--- src/rtl/cfut_pkg.sv ---
package cfut_pkg;

  typedef enum logic [2:0] {
    FS_IDLE  = 3'd0,
    FS_START = 3'd1,
    FS_DATA  = 3'd2,
    FS_PAR   = 3'd3,
    FS_STOP  = 3'd4
  } fstate_t;

  typedef struct packed {
    logic par_en;
    logic par_even;
    logic two_stop;
  } fopt_t;

endpackage

--- src/rtl/cfut_fifo.sv ---
module cfut_fifo #(
  parameter int DATA_W = 8,
  parameter int DEPTH  = 16,
  localparam int PTR_W = $clog2(DEPTH),
  localparam int CNT_W = $clog2(DEPTH + 1)
) (
  input  logic              clk,
  input  logic              rst_n,
  input  logic              clr,
  input  logic              in_valid,
  input  logic [DATA_W-1:0] in_data,
  output logic              in_ready,
  input  logic              take,
  output logic [DATA_W-1:0] out_data,
  output logic              out_avail,
  output logic [CNT_W-1:0]  fill
);

  logic [DATA_W-1:0] mem [DEPTH];
  logic [PTR_W-1:0]  wp, rp;
  logic [CNT_W-1:0]  cnt;
  logic              do_wr, do_rd;

  function automatic logic [PTR_W-1:0] bump(input logic [PTR_W-1:0] p);
    return (p == PTR_W'(DEPTH - 1)) ? '0 : p + 1'b1;
  endfunction

  assign in_ready  = (cnt != CNT_W'(DEPTH));
  assign out_avail = (cnt != '0);
  assign out_data  = mem[rp];
  assign fill      = cnt;
  assign do_wr     = in_valid && in_ready && !clr;
  assign do_rd     = take && out_avail && !clr;

  always_ff @(posedge clk) begin
    if (do_wr) mem[wp] <= in_data;
  end

  always_ff @(posedge clk or negedge rst_n) begin
    if (!rst_n) begin
      wp  <= '0;
      rp  <= '0;
      cnt <= '0;
    end else if (clr) begin
      wp  <= '0;
      rp  <= '0;
      cnt <= '0;
    end else begin
      if (do_wr) wp <= bump(wp);
      if (do_rd) rp <= bump(rp);
      case ({do_wr, do_rd})
        2'b10:   cnt <= cnt + 1'b1;
        2'b01:   cnt <= cnt - 1'b1;
        default: cnt <= cnt;
      endcase
    end
  end

  // the fill never passes the depth
  a_r8_no_overflow: assert property (@(posedge clk) disable iff (!rst_n)
    cnt <= CNT_W'(DEPTH));

  // an offer while full leaves the fill unchanged
  a_r8_full_drop: assert property (@(posedge clk) disable iff (!rst_n)
    (!in_ready && in_valid && !take && !clr) |=> $stable(cnt));

  // a clear leaves nothing queued
  a_r9_clear_empties: assert property (@(posedge clk) disable iff (!rst_n)
    clr |=> (!out_avail && cnt == '0));

endmodule

--- src/rtl/cfut_framer.sv ---
module cfut_framer
  import cfut_pkg::*;
#(
  parameter int DATA_W = 8,
  parameter int OVS    = 16,
  localparam int LEN_W = $clog2(DATA_W),
  localparam int TCK_W = $clog2(OVS)
) (
  input  logic              clk,
  input  logic              rst_n,
  input  logic              tick,
  input  logic              avail,
  input  logic [DATA_W-1:0] char_in,
  output logic              pop,
  input  logic [LEN_W-1:0]  wlen,
  input  fopt_t             opt,
  input  logic              hs_en,
  input  logic              cts,
  output logic              line,
  output logic              busy
);

  fstate_t           st;
  logic [DATA_W-1:0] sh;
  logic [DATA_W-1:0] masked;
  logic [LEN_W-1:0]  last_idx, idx;
  logic [TCK_W-1:0]  tck;
  fopt_t             opt_q;
  logic              par_q;
  logic              stop_left;
  logic              bit_end;
  logic              go;

  function automatic logic [DATA_W-1:0] len_mask(input logic [LEN_W-1:0] n);
    logic [DATA_W-1:0] m;
    for (int i = 0; i < DATA_W; i++) m[i] = (i <= int'(n));
    return m;
  endfunction

  assign masked  = char_in & len_mask(wlen);
  assign bit_end = tick && (tck == TCK_W'(OVS - 1));
  assign go      = (st == FS_IDLE) && avail && (!hs_en || cts);
  assign pop     = go;
  assign busy    = (st != FS_IDLE);

  always_comb begin
    case (st)
      FS_START: line = 1'b0;
      FS_DATA:  line = sh[0];
      FS_PAR:   line = par_q;
      default:  line = 1'b1;
    endcase
  end

  always_ff @(posedge clk or negedge rst_n) begin
    if (!rst_n) begin
      tck <= '0;
    end else if (go) begin
      tck <= '0;
    end else if (tick && st != FS_IDLE) begin
      tck <= bit_end ? '0 : tck + 1'b1;
    end
  end

  always_ff @(posedge clk or negedge rst_n) begin
    if (!rst_n) begin
      st        <= FS_IDLE;
      sh        <= '0;
      last_idx  <= '0;
      idx       <= '0;
      opt_q     <= '0;
      par_q     <= 1'b0;
      stop_left <= 1'b0;
    end else begin
      case (st)
        FS_IDLE: begin
          if (go) begin
            sh       <= masked;
            last_idx <= wlen;
            idx      <= '0;
            opt_q    <= opt;
            par_q    <= (^masked) ^ ~opt.par_even;
            st       <= FS_START;
          end
        end
        FS_START: begin
          if (bit_end) st <= FS_DATA;
        end
        FS_DATA: begin
          if (bit_end) begin
            if (idx == last_idx) begin
              st        <= opt_q.par_en ? FS_PAR : FS_STOP;
              stop_left <= opt_q.two_stop;
            end else begin
              idx <= idx + 1'b1;
              sh  <= sh >> 1;
            end
          end
        end
        FS_PAR: begin
          if (bit_end) st <= FS_STOP;
        end
        FS_STOP: begin
          if (bit_end) begin
            if (stop_left) stop_left <= 1'b0;
            else           st        <= FS_IDLE;
          end
        end
        default: st <= FS_IDLE;
      endcase
    end
  end

  // inside a frame, the state only moves on a tick
  a_r2_step_on_tick: assert property (@(posedge clk) disable iff (!rst_n)
    (st != $past(st) && $past(st) != FS_IDLE) |-> $past(tick));

  // a frame only begins when the handshake permits it
  a_r6_start_gated: assert property (@(posedge clk) disable iff (!rst_n)
    $rose(busy) |-> $past(!hs_en || cts));

  // a parity bit only appears in frames captured with parity on
  a_r3_par_when_enabled: assert property (@(posedge clk) disable iff (!rst_n)
    (st == FS_PAR) |-> opt_q.par_en);

  // the second stop bit is only pending while stop bits are sent
  a_r4_stop_pending: assert property (@(posedge clk) disable iff (!rst_n)
    stop_left |-> (st == FS_STOP || st == FS_DATA || st == FS_PAR));

endmodule

--- src/rtl/cfut_rdyflag.sv ---
module cfut_rdyflag #(
  parameter int CNT_W = 5,
  parameter int THR_W = 4
) (
  input  logic             clk,
  input  logic             rst_n,
  input  logic [CNT_W-1:0] fill,
  input  logic [THR_W-1:0] thresh,
  input  logic             cmd_clr,
  input  logic             cmd_set,
  output logic             flag
);

  logic low_fill;

  assign low_fill = (fill <= CNT_W'(thresh));

  always_ff @(posedge clk or negedge rst_n) begin
    if (!rst_n)                   flag <= 1'b1;
    else if (cmd_clr)             flag <= 1'b0;
    else if (cmd_set || low_fill) flag <= 1'b1;
  end

  // a clear wins over everything
  a_r11_clr_wins: assert property (@(posedge clk) disable iff (!rst_n)
    cmd_clr |=> !flag);

  // a fill at or below the threshold raises the flag
  a_r10_low_fill_sets: assert property (@(posedge clk) disable iff (!rst_n)
    (fill <= CNT_W'(thresh) && !cmd_clr) |=> flag);

  // above the threshold, with no command, the flag holds
  a_r10_hold_above: assert property (@(posedge clk) disable iff (!rst_n)
    (fill > CNT_W'(thresh) && !cmd_clr && !cmd_set) |=> $stable(flag));

endmodule

--- src/rtl/cfg_uart_tx.sv ---
module cfg_uart_tx
  import cfut_pkg::*;
#(
  parameter int DATA_W = 8,
  parameter int DEPTH  = 16,
  parameter int OVS    = 16,
  localparam int LEN_W = $clog2(DATA_W),
  localparam int CNT_W = $clog2(DEPTH + 1),
  localparam int THR_W = $clog2(DEPTH)
) (
  input  logic              clk,
  input  logic              rst_n,
  input  logic              tick16,
  input  logic              push_valid,
  input  logic [DATA_W-1:0] push_data,
  output logic              push_ready,
  input  logic [LEN_W-1:0]  cfg_wlen,
  input  logic              cfg_par_en,
  input  logic              cfg_par_even,
  input  logic              cfg_two_stop,
  input  logic              cfg_hs_en,
  input  logic              cfg_force_brk,
  input  logic [THR_W-1:0]  cfg_thresh,
  input  logic              cts,
  input  logic              cmd_fifo_clr,
  input  logic              cmd_rdy_clr,
  input  logic              cmd_rdy_set,
  output logic              txd,
  output logic [CNT_W-1:0]  fifo_count,
  output logic              tx_ready
);

  logic [DATA_W-1:0] head;
  logic              avail;
  logic              pop;
  logic              line;
  logic              busy;
  fopt_t             opt;

  assign opt = '{par_en: cfg_par_en, par_even: cfg_par_even, two_stop: cfg_two_stop};

  cfut_fifo #(.DATA_W(DATA_W), .DEPTH(DEPTH)) u_fifo (
    .clk       (clk),
    .rst_n     (rst_n),
    .clr       (cmd_fifo_clr),
    .in_valid  (push_valid),
    .in_data   (push_data),
    .in_ready  (push_ready),
    .take      (pop),
    .out_data  (head),
    .out_avail (avail),
    .fill      (fifo_count)
  );

  cfut_framer #(.DATA_W(DATA_W), .OVS(OVS)) u_framer (
    .clk     (clk),
    .rst_n   (rst_n),
    .tick    (tick16),
    .avail   (avail),
    .char_in (head),
    .pop     (pop),
    .wlen    (cfg_wlen),
    .opt     (opt),
    .hs_en   (cfg_hs_en),
    .cts     (cts),
    .line    (line),
    .busy    (busy)
  );

  cfut_rdyflag #(.CNT_W(CNT_W), .THR_W(THR_W)) u_rdy (
    .clk     (clk),
    .rst_n   (rst_n),
    .fill    (fifo_count),
    .thresh  (cfg_thresh),
    .cmd_clr (cmd_rdy_clr),
    .cmd_set (cmd_rdy_set),
    .flag    (tx_ready)
  );

  assign txd = line & ~cfg_force_brk;

  // an idle serializer stays idle while the handshake blocks it
  a_r6_blocked_stays_idle: assert property (@(posedge clk) disable iff (!rst_n)
    (cfg_hs_en && !cts && !busy) |=> !busy);

  // room is only offered below the depth
  a_r8_ready_means_room: assert property (@(posedge clk) disable iff (!rst_n)
    push_ready |-> (fifo_count < CNT_W'(DEPTH)));

  // with nothing sent and nothing queued, the line rests high
  a_r4_idle_high: assert property (@(posedge clk) disable iff (!rst_n)
    (!busy && !cfg_force_brk) |-> txd);

endmodule

--- config.mk ---
export PLATFORM = sky130hd
export DESIGN_NAME = cfg_uart_tx
export DESIGN_NICKNAME = d
export VERILOG_FILES = /design/src/rtl/cfut_pkg.sv /design/src/rtl/cfut_fifo.sv /design/src/rtl/cfut_framer.sv /design/src/rtl/cfut_rdyflag.sv /design/src/rtl/cfg_uart_tx.sv
export SDC_FILE = /design/constraint.sdc
export NUM_CORES = 1
export LEC_CHECK = 0
export BUFFER_PORTS_ARGS = -buffer_cell sky130_fd_sc_hd__buf_2
export CELL_PAD_IN_SITES_DETAIL_PLACEMENT = 0
export CELL_PAD_IN_SITES_GLOBAL_PLACEMENT = 2
export CORE_ASPECT_RATIO = 1.5
export CORE_UTILIZATION = 49
export CTS_BUF_LIST = sky130_fd_sc_hd__clkbuf_2 sky130_fd_sc_hd__clkbuf_4 sky130_fd_sc_hd__clkbuf_8
export DETAILED_ROUTE_END_ITERATION = 10
export HOLD_SLACK_MARGIN = 0.05
export PLACE_DENSITY_LB_ADDON = 0.1
export SETUP_SLACK_MARGIN = 0.2
export SLEW_MARGIN = 30
export SYNTH_ARGS = -nofsm -noshare
export SYNTH_HDL_FRONTEND = slang
export SYNTH_SLANG_ARGS = --single-unit
export TNS_END_PERCENT = 1
--- constraint.sdc ---
create_clock -name clk -period 7.7 [get_ports clk]
set_input_delay 0 -clock clk [delete_from_list [all_inputs] [get_ports clk]]
set_output_delay 0 -clock clk [all_outputs]
set_load 0.005 [all_outputs]
# After elaboration in Yosys (flattened, before gate mapping)

Memories as Yosys holds them, arrays and structs flattened.
Cells that the tools add are included.
Widths: inputs -> output; s select.

Register bits after elaboration: 39
Bits in writable memories: 128
Output and inout port bits: 8
Memories: 1

Memories:

| memory     | depth | width | rd ports | clocked after memory_dff | write ports | line            | RTL |
|---|---|---|---|---|---|---|---|
| u_fifo.mem | 16    | 8     | 1        | 0                        | 1           | cfut_fifo.sv:19 | `logic [DATA_W-1:0] mem [DEPTH];` |

$add $sub $neg: 6
$lt $le $gt $ge: 8
Equal/unequal tests: 19
Muxes and demuxes: 37
Bitwise logic cells: 5
Reductions and logical operators: 27

Operator list:

| operator            | number |
|---|---|
| $mux 4              | 9 |
| $mux 3              | 11 |
| $mux 8              | 3 |
| $pmux 8 s2          | 1 |
| $pmux 3 s5          | 1 |
| $add 4x1->4 const B | 3 |
| $eq 4x4->1 const B  | 3 |
| $le 3x3->1 const A  | 4 |
| $reduce_bool 2->1   | 6 |
| $ne 2x1->1 const B  | 5 |
| $pmux 5 s2          | 1 |
| $and 8x8->8         | 1 |
| $logic_and 1x1->1   | 8 |
| $reduce_and 4->1    | 2 |
| $reduce_xor 8->1    | 1 |
| $mux 1              | 7 |
| $reduce_and 7->1    | 1 |
| $eq 3x2->1 const B  | 2 |
| $le 2x3->1 const A  | 2 |
| $ne 2x2->1 const B  | 3 |
| $pmux 3 s2          | 1 |
| $reduce_bool 3->1   | 2 |
| $add 5x1->5 const B | 1 |
| $le 5x4->1          | 1 |
| 20 further kinds    | 23 |

# Logic depth before layout (Yosys ltp)

Gate-level depths: netlist (run 1).

Word-level depth: 8
Depth in mapped cells: 13
Depth with buffers taken out: 11

# Cells and area by module

Synthesis (run 1) repeated with hierarchy kept, for this count alone.

Cells, all modules: 529
Area total of the unflattened synthesis: 7,547.2 um2

By module, submodules not included:

| module       | instances | cells an instance | area an instance (um2) | seq. area each (um2) |
|---|---|---|---|---|
| cfut_fifo    | 1         | 356               | 5,919.4                | 4,169.0 |
| cfut_framer  | 1         | 155               | 1,477.7                | 625.6 |
| cfut_rdyflag | 1         | 17                | 136.4                  | 26.3 |
| cfg_uart_tx  | 1         | 1                 | 13.8                   | 0.0 |

# Worst setup path after synthesis (run 1)

Ideal clock, no wire load.

Path type: reg-to-reg
Start point: register u_fifo.cnt[0] (netlist: u_fifo.fill[0])
End point: register u_fifo.cnt[4] (netlist: u_fifo.fill[4])
Library setup time: 132 ps
Arrival: 2,711 ps
Required time: 7,568 ps
Path slack: 4,858 ps
Stages on the path, launching flop included: 12
Path buffers: 0
Cell sequence: dfrtp_1 -> or4_1 -> o221ai_1 -> a211oi_2 -> xnor2_1 -> ha_1 -> or2_2 -> a21oi_1 -> o21bai_1 -> mux2i_1 -> xor2_1 -> nor2_1

Longest elaborated chain between the ends: 8

Ends and longest elaborated chain:

| element                                  | line              | RTL |
|---|---|---|
| from (decl)                              | cfut_fifo.sv:21   | `logic [CNT_W-1:0] cnt;` |
| from (signal assigned)                   | cfut_fifo.sv:52   | `2'b10: cnt <= cnt + 1'b1;` |
| from (signal assigned)                   | cfut_fifo.sv:53   | `2'b01: cnt <= cnt - 1'b1;` |
| from (signal assigned)                   | cfut_fifo.sv:54   | `default: cnt <= cnt;` |
| $reduce_bool 5->1                        | cfut_fifo.sv:29   | `assign out_avail = (cnt != '0);` |
| $logic_and 1x1->1 (2 in series)          | cfut_framer.sv:42 | `assign go = (st == FS_IDLE) && avail && (!hs_en \|\| cts);` |
| $logic_and 1x1->1 (2 in series)          | cfut_fifo.sv:33   | `assign do_rd = take && out_avail && !clr;` |
| $eq 2x1->1 or $eq 2x2->1 (tied branches) | cfut_fifo.sv:51   | `case ({do_wr, do_rd})` |
| $pmux 5 s2                               | cfut_fifo.sv:51   |  |
| $mux 5                                   | cfut_fifo.sv:44   | `end else if (clr) begin` |

Several ways; a longest one is shown, not always the timed one.
A chain may end at the register's enable or synchronous reset.

# Worst setup path in the final report (run 1)

Start point: register u_framer.st[2]
End point: register u_fifo.cnt[4] (netlist: u_fifo.fill[4])

Longest elaborated chain between the ends: 8

Ends and longest elaborated chain:

| element                                  | line              | RTL |
|---|---|---|
| from (decl)                              | cfut_framer.sv:23 | `fstate_t st;` |
| from (signal assigned)                   | cfut_framer.sv:92 | `st <= opt_q.par_en ? FS_PAR : FS_STOP;` |
| $logic_not 3->1 (*)                      | cfut_framer.sv:42 |  |
| $logic_and 1x1->1 (*) (2 in series)      | cfut_framer.sv:42 |  |
| $logic_and 1x1->1 (*) (2 in series)      | cfut_fifo.sv:33   |  |
| $eq 2x1->1 or $eq 2x2->1 (tied branches) | cfut_fifo.sv:51   |  |
| $pmux 5 s2                               | cfut_fifo.sv:51   |  |
| $mux 5                                   | cfut_fifo.sv:44   |  |

Mark *: on every way between the ends. The rest lies on a longest branch, timed or not.

==> flow_summary.ini, run 1 <==
[run_status]
status = finished, final reports clean

[floorplan]
initial_core_util = 0.505
design.core.area_mm2 = 0.0146
pin_count = 36
die_height_um = 152
die_area_mm2 = 0.0155
die-width_um = 102
num_rows = 54

[synthesis]
synth_xor_area_frac = 0.0240
synthAdderAreaFrac = 0.0221
synth_edf_count = 128
ys_ff_latch = 167
dominantRegCellSynth = edfxtp_1
synth_area_leader_cell = edfxtp_1
synthesis.nets = 564
ys_seq_area_frac = 0.655
synth_mux_area_frac = 0.113
synth_top_family_by_area = multiplexers
synth_area_leaders = edfxtp_1, dfrtp_1, mux4_2
syn_inst = 523
synthDistinctLibCells = 54
syn-cell-area_mm2 = 0.00736
synth_compound_area_frac = 0.0690
synth_top_area_frac = 0.522
synth_simple_gate_area_share = 0.0945
avgSynthCellArea_um2 = 14.1
yosys_warnings = 0
async_flop_share = 0.234

[finish]
diodes = 0
syn2layout_area_growth_pct = 12.9
drive_gt1_frac = 0.193
fin_nets = 614
nFillCells = 1209
layout_common_cells = edfxtp_1, nand2_1, nor2_1
layout_commonest_cell = edfxtp_1
final_cells = 782

[detailed_routing]
routed_via_density = 5.53
wl_per_cell_um = 19.4
finalWirelength_mm = 15.2
drt-pass1-iter-count = 4
detail_route.iter0.violations = 184
postRouteAntennaNets = 0
drc = 0
num_vias = 4325

[sta]
final_max_slew_viol_count = 0
hold_slack_ps = 48.9
finalCriticalPeriod_ps = 3320
clock_skew_ps = 20.5
finalHoldViolCount = 0
relSlewSlack = 0.354
worst_pin_slew_ps = 964
setup_violations = 0
fmax_ghz = 0.301
fin_crit_sh = 0.431
tns_ps = 0
rsz0062_at_grt = false

[clocking]
cts_sinks = 167
cts_inserted_buffers = 17
clkLatencyLatePin_ps = 440
cts_resized = 0
cts_root_buf = clkbuf_8
cts.clk_slew.worst_paths_ps = 100
post-cts-setup-buffer-count = 0
cts.path.max_buffers = 2
htreeDepth = 4
cts_tree = done

[placement]
placed_cells_incl_taps = 731
gp_congestion = 0.752
io_buffers = 35
place_hpwl_mm = 10.2

[worst_setup_path]
critPathKind = flip-flop to flip-flop
arrival_ps = 3650
cp-end-kind = flip-flop
crit_fanout = 14
critPathLaunchType = flip-flop
worst_ep_required_time_ps = 8030

[global_routing]
grt.total_usage = 0.214
grt_max_degree = 43
grt_pass1_wl_mm = 24.0
antenna_found_initial = 0
grt_pass1_vias = 4500
globalRoute.totalOverflow = 0

[power_and_ir_drop]
irDropWorstVdd_uv = 144
p_leak_uw = 0.00294
p_per_area_mw_per_mm2 = 268
total_power_uw = 2230

[job]
cap_violations = 0

[hold_path]
hp-class = primary input to asynchronous set/reset pin
[worst paths after layout]
path                              startpoint                end  slack (ps)  cells after the start
min                                    rst_n     u_fifo.fill[2]          50                      2
min reg2reg                u_framer.opt_q[0]  u_framer.opt_q[0]         500                      2
max in group asynchronous              rst_n       u_fifo.rp[0]        7250                      2
min in group clk                         cts  u_framer.opt_q[0]         100                      5
max                           u_framer.st[2]     u_fifo.fill[4]        4380                     12
max reg2reg                   u_framer.st[2]     u_fifo.fill[4]        4380                     12
[sequential cells by signal (all words and copies together) (netlist names)]
| register | cells |
|---|---|
| u_framer.par_q | 1 |
| u_framer.idx | 3 |
| u_fifo.fill | 5 |
| u_framer.sh | 8 |
| u_framer.st | 3 |
| u_framer.tck | 4 |
| u_framer.last_idx | 3 |
| u_framer.stop_left | 1 |
| u_rdy.flag | 1 |
| u_fifo.mem | 128 |
| u_fifo.wp | 4 |
| u_framer.opt_q | 2 |
| u_fifo.rp | 4 |
[logic make-up (layout without fill, tap and decap cells)]
group,count (synthesis),after routing
DFF,167,167
and+or+nand+nor,157,157
AOI/OAI and AO/OA,79,79
muxes,54,54
buffers and inverters,36,99
xor gates and xnor gates,17,17
adders and majority gates,13,13
[Yosys cell counts, drive strengths merged, types with 9 or more instances]
library cell,count
mux4,23
a22oi,11
edfxtp,128
a21oi,25
inv,10
mux2i,28
nand2,58
dfrtp,38
buf,12
nor3,10
o21ai,20
ha,13
nor2b,10
nor2,52
xor2,9
clkbuf,14
[layer usage]
layer	track usage	routed length, um	vias up
met5	0	0	-
met4	0.0769	245	0
met3	0.0417	516	17
met2	0.385	8400	85
met1	0.248	6040	2173
li1	-	-	2050
[timing repair]
action / CTS / global route
endpoints found under the setup margin: 0 / 0
endpoints found under the hold margin: 189 / 0
hold buffers: 19 / 0
[per-stage QoR]
stage                util  instance area [um^2]  worst slack (ps)
global placement    0.527                  7700              4440
global route        0.570                  8310              4160
finish              0.570                  8310              4380
CTS                 0.568                  8290              4380
detailed placement  0.529                  7710              4410
floorplan               -                  7360              4860
[where the power goes]
part           internal, uW  total (uW)  switching (uW)
Sequential             1040        1110            75.1
Clock                   243         595             352
Combinational           236         517             281
[critical path, cell delays in order, from the launching register on]
cell,delay (ps)
dfrtp_1,520
nor3_1,580
o221ai_1,230
buf_4,240
a211oi_2,410
xnor2_1,120
ha_1,230
or2_2,280
a21oi_1,140
o21bai_1,80
mux2i_1,170
xor2_1,150
nor2_1,50
[cell type report]
cell class / count / area, um^2 / area share
flip-flops and latches: 167 / 4820 / 0.580
multi-input cells: 320 / 2430 / 0.292
repair buffers: 57 / 390 / 0.0470
well taps: 196 / 245 / 0.0295
clock buffers: 17 / 234 / 0.0281
clock inverters: 15 / 153 / 0.0184
inverters: 10 / 37.5 / 0.00452
Power figures use the tool's default switching activity.
==> run 2, diff against run 1 <==
--- a/config.mk
+++ b/config.mk
@@ -9,7 +9,7 @@
 export CELL_PAD_IN_SITES_DETAIL_PLACEMENT = 0
 export CELL_PAD_IN_SITES_GLOBAL_PLACEMENT = 2
 export CORE_ASPECT_RATIO = 1.5
-export CORE_UTILIZATION = 49
+export CORE_UTILIZATION = 46
 export CTS_BUF_LIST = sky130_fd_sc_hd__clkbuf_2 sky130_fd_sc_hd__clkbuf_4 sky130_fd_sc_hd__clkbuf_8
 export DETAILED_ROUTE_END_ITERATION = 10
 export HOLD_SLACK_MARGIN = 0.05
==> constraint.sdc (replaced) <==
create_clock -name clk -period 3.4 [get_ports clk]
set_input_delay 0 -clock clk [delete_from_list [all_inputs] [get_ports clk]]
set_output_delay 0 -clock clk [all_outputs]
set_load 0.005 [all_outputs]
==> run 2 against run 1 <==
Against the previous run: count of clock-buffer cells in the layout is 1 higher; register-to-register slack worse by 3900 ps; cell count is 4.2% higher; critical path type unchanged; largest cell class unchanged.
==> flow_summary.ini, run 2 (synthesized netlist as in run 1, its figures left out) <==
[job]
cap_violations = 0

[global_routing]
antenna_found_initial = 0
grt_pass1_wl_mm = 24.7
grt.total_usage = 0.204
grt_max_degree = 40
grt_pass1_vias = 4542
globalRoute.totalOverflow = 0

[clocking]
cts_root_buf = clkbuf_8
cts_resized = 0
htreeDepth = 4
cts_tree = done
clkLatencyLatePin_ps = 450
cts_sinks = 167
cts_hold_buf = 19
cts_inserted_buffers = 17
post-cts-setup-buffer-count = 0
cts.clk_slew.worst_paths_ps = 100
cts.path.max_buffers = 2

[power_and_ir_drop]
irDropWorstVdd_uv = 374
p_per_area_mw_per_mm2 = 609
internal-power_uw = 3570
p_seq_frac = 0.485
p_leak_uw = 0.00308
clockPowerShare = 0.272
swShare = 0.310
switchingPower_uw = 1600
combPwrFrac = 0.243

[sta]
fmax_ghz = 0.340
final_max_slew_viol_count = 0
setup_violations = 0
tns_ps = 0
finalCriticalPeriod_ps = 2940
clock_skew_ps = 14.7
worst_pin_slew_ps = 593
fin_crit_sh = 0.865
rsz0062_at_grt = false
relSlewSlack = 0.605
finalHoldViolCount = 0

[floorplan]
die_area_mm2 = 0.0165
initial_core_util = 0.471
num_rows = 56
die-width_um = 105
design.core.area_mm2 = 0.0156
die_height_um = 157
pin_count = 36

[finish]
nFillCells = 1302
layout_common_cells = edfxtp_1, nand2_1, nor2_1
top_register = u_fifo.mem
syn2layout_area_growth_pct = 15.4
finish.utilization = 0.544
top_regs = u_fifo.mem (128), u_framer.sh (8), u_fifo.fill (5)
layout_commonest_cell = edfxtp_1
diodes = 0
largest_reg_flops = 128
drive_gt1_frac = 0.206
fin_nets = 640

[placement]
place_hpwl_mm = 10.7
io_buffers = 35
gp_congestion = 0.775

[worst_setup_path]
crit_fanout = 37
critPathMaxStageDelay_ps = 530
worst_ep_required_time_ps = 3780
path_buf_inv = 1
critPathSlowestCell = mux4_2
critPathLaunchType = flip-flop
path_common_cell = xnor3_1
cp-end-kind = flip-flop
arrival_ps = 3320
path_cells = buf_12, mux4_2, mux2i_1, o32ai_2, xor2_1, nand2_1, xnor3_1, xnor3_1, o21ai_1
critPathKind = flip-flop to flip-flop
crit_family = XOR/XNOR gates

[detailed_routing]
detail_route.iter0.violations = 247
finalWirelength_mm = 15.4
num_vias = 4380
drt-pass1-iter-count = 4
drc = 0
postRouteAntennaNets = 0
routed_via_density = 5.37
wl_per_cell_um = 18.9

[run_status]
status = finished, final reports clean

[hold_path]
hp-class = primary input to asynchronous set/reset pin
-- run 2: final timing paths --
check                           slack (ps)              endpoint      startpoint  cells past startpoint
worst max register to register         460        u_framer.par_q    u_fifo.rp[0]                      9
worst min register to register         490        u_framer.sh[3]  u_framer.sh[3]                      2
worst min-delay path                    50        u_fifo.fill[3]           rst_n                      2
max in group asynchronous             2940          u_fifo.rp[0]           rst_n                      2
min in group clk                       160  u_framer.last_idx[0]             cts                      5
worst max-delay path                   460        u_framer.par_q    u_fifo.rp[0]                      9
-- run 2: power by group through the flow --
stage                     sequential, uW  combinational, uW  clock (uW)
after floorplan                     2490                948           0
after global placement              2550               1240           0
after detailed placement            2560               1260           0
after CTS                           2510               1280        1460
after global routing                2540               1410        1520
final                               2510               1260        1410
-- run 2: routing by layer --
layer,vias to the layer above,routed length (um),GRT usage
met5,-,0,0
met4,0,280,0.0791
met3,19,504,0.0385
met2,80,8210,0.362
met1,2178,6370,0.245
li1,2103,-,-
-- run 2: through the flow --
step	std cells	hold WS (ps)	power (uW)	area (um^2)	setup WS, ps
global placement	764	118	3790	7910	443
detailed placement	764	125	3820	7910	433
floorplan	523	-296	3440	7360	558
global route	815	85.7	5470	8500	241
finish	815	51.8	5170	8500	460
CTS	815	138	5250	8500	411
-- run 2: layout make-up --
type | count | area (um^2) | area share
clock buffer | 18 | 241 | 0.0284
tap | 203 | 254 | 0.0299
multi-input combinational | 320 | 2370 | 0.279
inverter | 10 | 37.5 | 0.00442
clock inverter | 14 | 159 | 0.0187
sequential | 167 | 4820 | 0.567
timing repair buffer | 83 | 611 | 0.0718
